### src/rtl/rt_pkg.sv
package rt_pkg;
  typedef enum logic [1:0] {
    MODE_IDLE  = 2'b00,
    MODE_EVENT = 2'b01,
    MODE_TIMER = 2'b10,
    MODE_PULSE = 2'b11
  } rt_mode_e;
endpackage

### src/rtl/rt_prescaler.sv
module rt_prescaler #(
  parameter int PSC_BITS = 3
) (
  input  logic                clk,
  input  logic                rst,
  input  logic                restart,
  input  logic [PSC_BITS-1:0] sel,
  output logic                tick
);
  localparam int DIV_W = (1 << PSC_BITS) - 1;

  logic [DIV_W-1:0] phase_q;
  logic [DIV_W-1:0] mask;

  always_ff @(posedge clk) begin
    if (rst || restart) phase_q <= '0;
    else                phase_q <= phase_q + 1'b1;
  end

  // mask has sel low ones; sel = DIV_W gives all ones
  assign mask = (DIV_W'(1) << sel) - 1'b1;
  assign tick = &(phase_q | ~mask);
endmodule

### src/rtl/rt_sync_edge.sv
module rt_sync_edge #(
  parameter int SYNC_STAGES = 2
) (
  input  logic clk,
  input  logic rst,
  input  logic ext_in,
  input  logic pol,
  output logic act,
  output logic act_rise,
  output logic act_fall
);
  logic [SYNC_STAGES:0] chain_q;
  logic                 act_prev;

  always_ff @(posedge clk) begin
    if (rst) chain_q <= '0;
    else     chain_q <= {chain_q[SYNC_STAGES-1:0], ext_in};
  end

  assign act      = chain_q[SYNC_STAGES-1] ^ pol;
  assign act_prev = chain_q[SYNC_STAGES] ^ pol;
  assign act_rise = act & ~act_prev;
  assign act_fall = ~act & act_prev;
endmodule

### src/rtl/rt_count_core.sv
module rt_count_core
  import rt_pkg::*;
#(
  parameter int WIDTH = 8
) (
  input  logic             clk,
  input  logic             rst,
  input  rt_mode_e         mode,
  input  logic             tick,
  input  logic             act,
  input  logic             act_rise,
  input  logic             act_fall,
  input  logic             ctl_we,
  input  logic             ctl_run,
  input  logic             pre_we,
  input  logic [WIDTH-1:0] pre_data,
  input  logic             irq_clr,
  output logic [WIDTH-1:0] count,
  output logic [WIDTH-1:0] preload,
  output logic             irq,
  output logic             running,
  output logic             inc,
  output logic             ovf
);
  localparam logic [WIDTH-1:0] CNT_MAX = '1;

  logic             step;
  logic [WIDTH-1:0] reload_val;

  always_comb begin
    unique case (mode)
      MODE_EVENT: step = act_rise;
      MODE_TIMER: step = tick;
      MODE_PULSE: step = tick & act;
      default:    step = 1'b0;
    endcase
  end

  assign inc        = running & step;
  assign ovf        = inc & (count == CNT_MAX);
  assign reload_val = pre_we ? pre_data : preload;

  always_ff @(posedge clk) begin
    if (rst) begin
      running <= 1'b0;
      preload <= '0;
      count   <= '0;
      irq     <= 1'b0;
    end else begin
      if (ctl_we)
        running <= ctl_run;
      else if (mode == MODE_PULSE && running && act_fall)
        running <= 1'b0;

      if (pre_we) preload <= pre_data;

      if (pre_we && !running) count <= pre_data;
      else if (ovf)           count <= reload_val;
      else if (inc)           count <= count + 1'b1;

      if (ovf)          irq <= 1'b1;
      else if (irq_clr) irq <= 1'b0;
    end
  end
endmodule

### src/rtl/reload_timer8.sv
module reload_timer8
  import rt_pkg::*;
#(
  parameter int WIDTH       = 8,
  parameter int PSC_BITS    = 3,
  parameter int SYNC_STAGES = 2
) (
  input  logic                clk,
  input  logic                rst,
  input  logic                ext_in,
  input  logic                ctl_we,
  input  logic [1:0]          ctl_mode,
  input  logic [PSC_BITS-1:0] ctl_psc,
  input  logic                ctl_edge,
  input  logic                ctl_run,
  input  logic                pre_we,
  input  logic [WIDTH-1:0]    pre_data,
  input  logic                irq_clr,
  output logic [WIDTH-1:0]    count,
  output logic                irq,
  output logic                running
);
  rt_mode_e            mode_q;
  logic [PSC_BITS-1:0] psc_q;
  logic                pol_q;
  logic                tick_w, act_w, act_rise_w, act_fall_w;
  logic                inc_w, ovf_w;
  logic [WIDTH-1:0]    preload_w;

  always_ff @(posedge clk) begin
    if (rst) begin
      mode_q <= MODE_IDLE;
      psc_q  <= '0;
      pol_q  <= 1'b0;
    end else if (ctl_we) begin
      mode_q <= rt_mode_e'(ctl_mode);
      psc_q  <= ctl_psc;
      pol_q  <= ctl_edge;
    end
  end

  rt_prescaler #(.PSC_BITS(PSC_BITS)) u_psc (
    .clk(clk), .rst(rst), .restart(ctl_we), .sel(psc_q), .tick(tick_w)
  );

  rt_sync_edge #(.SYNC_STAGES(SYNC_STAGES)) u_sync (
    .clk(clk), .rst(rst), .ext_in(ext_in), .pol(pol_q),
    .act(act_w), .act_rise(act_rise_w), .act_fall(act_fall_w)
  );

  rt_count_core #(.WIDTH(WIDTH)) u_core (
    .clk(clk), .rst(rst), .mode(mode_q), .tick(tick_w),
    .act(act_w), .act_rise(act_rise_w), .act_fall(act_fall_w),
    .ctl_we(ctl_we), .ctl_run(ctl_run),
    .pre_we(pre_we), .pre_data(pre_data), .irq_clr(irq_clr),
    .count(count), .preload(preload_w), .irq(irq), .running(running),
    .inc(inc_w), .ovf(ovf_w)
  );
endmodule

### config.mk
export PLATFORM = sky130hd
export DESIGN_NAME = reload_timer8
export DESIGN_NICKNAME = d
export VERILOG_FILES = /design/src/rtl/rt_pkg.sv /design/src/rtl/rt_prescaler.sv /design/src/rtl/rt_sync_edge.sv /design/src/rtl/rt_count_core.sv /design/src/rtl/reload_timer8.sv
export SDC_FILE = /design/constraint.sdc
export NUM_CORES = 1
export LEC_CHECK = 0
export BUFFER_PORTS_ARGS = -buffer_cell sky130_fd_sc_hd__buf_2
export CAP_MARGIN = 20
export CORE_ASPECT_RATIO = 0.6
export CORE_MARGIN = 2
export CORE_UTILIZATION = 57
export CTS_BUF_LIST = sky130_fd_sc_hd__clkbuf_4
export DETAILED_ROUTE_END_ITERATION = 10
export HOLD_SLACK_MARGIN = 0.03
export PLACE_DENSITY = 0.9
export SLEW_MARGIN = 30
export SYNTH_ARGS = -nofsm -noshare
export SYNTH_HDL_FRONTEND = slang
export SYNTH_SLANG_ARGS = --single-unit
export TNS_END_PERCENT = 1
### constraint.sdc
create_clock -name clk -period 2.6 [get_ports clk]
set_clock_uncertainty 0.2 [all_clocks]
set_input_delay 0.26 -clock clk [delete_from_list [all_inputs] [get_ports clk]]
set_output_delay 0.26 -clock clk [all_outputs]
set_load 0.01 [all_outputs]
==> out/metrics.cfg <==
[global_route]
grtUsageTotal_pct=26.5
gr-total-overflow=0
grt_start_max_net_pins=29
antenna_found_initial=0
first_global_vias=1451
grt_pass1_wl_mm=6.50

[yosys]
synth_area_leaders=dfxtp_1, mux2i_1, nor2_1
ys_seq_elements=34
ys_seq_area_share_pct=40.4
synth_cell_types=45
yosys_warnings=0
synth_top_family_by_area=simple AND/OR/NAND/NOR gates
post-synth-top-count-cell=dfxtp_1
synth_top_area_share_pct=40.4
synthesis.area_mm2=0.00168
synth.mux.area_fraction_pct=9.52
ys_top_cells_by_count=dfxtp_1, nor2_1, mux2i_1, nand2_1, o21ai_0
synth_compound_area_share_pct=20.1
yosys.area_share.simple_pct=21.5
yosysTopAreaCell=dfxtp_1
synth_fa_ha_area_share_pct=1.49
async_reset_ff_share_pct=0
syn_inst=195
synth_edf_count=0
synth_xor_area_share_pct=2.60
synth.avg_cell_area_um2=8.63
synthFlopType=dfxtp_1
syn_nets=218

[die]
dieWidth_um=74.1
num_rows=15
io_pins=31
die-area_mm2=0.00342
floorplan.initialDensity_pct=59.4
core_region_area_mm2=0.00283
die_y_um=46.1

[power]
irDropWorstVdd_mv=0.334
p_leak_nw=0.838
finalPower_uw=996
power_density_mw_per_mm2=483

[layout]
post-route-util_pct=72.7
layout-drive-gt1-share_pct=18.0
num_antenna_cells=0
finalNetCount=262
fin_area_mm2=0.00206
final_cells=281
syn_to_final_growth_pct=22.5

[worst_setup_path]
cpPeakStageDelay_ps=520
cp.buffers_inverters=0
criticalPathCategory=flop to flop
required_ps=2600
start_kind=flop
path_max_fanout=13
crit_arrival_ps=2140
cp_cell_sequence=nand4_1 > o311a_1 > o311ai_0 > a31oi_1
critPathSlowestCell=o311a_1
critPathCaptureType=flop
reg2reg_slack_ps=460
critPathTopFamily=compound AO/OA/AOI/OAI gates

[outcome]
outcome=complete, no violations

[timing]
fin_tns_setup_ps=0
timing.hold.ws_ps=85.8
hold_viol_final=0
setup_viol=0
slew_headroom_pct=57.2
tightestPinTransition_ps=632
fin_ws_ps=460
period_minus_slack_ps=2140
slew_viol_final=0
rsz0062_at_grt=false
fin_crit_sh_pct=82.3
fmax_mhz=467

[placement]
place_area_mm2=0.00184
dpl.cell_count=257
post-place-ws_ps=512
io_buffers=30
routabilityCongestion=0.913
post-dp-hpwl_mm=2.96

[clocking]
cts.sinks=34
cts.htree.levels=2
cts.repair.resized=0
clock_latency_ps=330
clk_pin_slew_ps=90
cts_max_path_buffers=2
postCtsSetupBuffers=0
ctsHoldBuffers=17
cts_tree=yes
cts_root_buf=clkbuf_4
cts_buffers=5

[flow_run]
cap_violations=0

[route]
wl_mm=4.11
drt_first_pass_iters=4
wl_per_cell_um=14.6
antenna_left=0
viasPerCell=5.86
drt_iter0_markers=87
drc=0
vias=1647

[worst_hold_path]
hold_class=input port to flop

==> kinds of logic (layout without fill, tap and decap cells) <==
group           after synthesis  count (layout)
fa+ha+maj                     2               2
simple gates                 74              74
xor+xnor                      5               5
mux                          16              16
buf+inv                      16              60
compound gates               48              48
flops                        34              34
==> layout by cell type, fill, tap and decap left out, types with 2 or more instances in the layout <==
| cell type | Yosys | routed |
|---|---|---|
| a31oi_1 | 9 | 9 |
| xor2_1 | 4 | 4 |
| nor2b_1 | 4 | 4 |
| nand3_1 | 7 | 7 |
| dfxtp_1 | 34 | 34 |
| nand2b_1 | 3 | 3 |
| or4_1 | 4 | 4 |
| buf_2 | 2 | 30 |
| ha_1 | 2 | 2 |
| o21ai_0 | 10 | 10 |
| nand2_1 | 16 | 16 |
| a21oi_1 | 5 | 5 |
| clkbuf_4 | 0 | 7 |
| nand4_1 | 6 | 6 |
| or3_1 | 2 | 2 |
| inv_1 | 5 | 5 |
| mux2i_1 | 16 | 16 |
| nor2_1 | 24 | 24 |
| or2_2 | 2 | 2 |
| o311ai_0 | 7 | 7 |
| dlygate4sd3_1 | 0 | 17 |
| and3_1 | 3 | 3 |
==> path summary, 6_finish.rpt <==
kind / from / endpoint / depth (start not counted)
hold reg to reg: u_sync.chain_q[0] / u_sync.chain_q[1] / 1
hold / removal: ctl_we / u_core.running / 3
setup reg to reg: u_psc.phase_q[0] / u_core.count[5] / 4
setup / recovery: u_psc.phase_q[0] / u_core.count[5] / 4
==> flip-flops by register name, indices dropped and copies added (netlist names) <==
register / count
mode_q: 2
u_psc.phase_q: 7
psc_q: 3
u_core.preload: 8
u_sync.chain_q: 3
pol_q: 1
u_core.running: 1
u_core.irq: 1
u_core.count: 8
==> report_power, final <==
group | switching, mW | internal, mW | total, mW | leakage [nW]
combinational | 0.0700 | 0.0678 | 0.138 | 0.526
sequential | 0.0288 | 0.546 | 0.574 | 0.279
clock | 0.161 | 0.123 | 0.283 | 0.0322
total | 0.260 | 0.736 | 0.996 | 0.838
==> layout make-up <==
type	count	area (um^2)
clock buffer	7	52.6
fill	229	773
inverter	5	18.8
multi-input combinational	145	928
sequential	34	681
tap	42	52.6
timing repair buffer	48	328
==> metal layers <==
layer	global-route usage, %	share of wire, %	wire length [um]
met5	0	0	0
met2	38.8	42	1740
met3	7.88	10	417
met1	37.0	46	1910
met4	10.2	0.97	40
==> worst register-to-register path: cells and delay by family (launching register included) <==
kind | cells | cell delay (ps)
and+or+nand+nor | 1 | 150
AOI/OAI and AO/OA | 3 | 1210
DFF | 1 | 450
No activity file was read; power rests on OpenSTA's default activity.
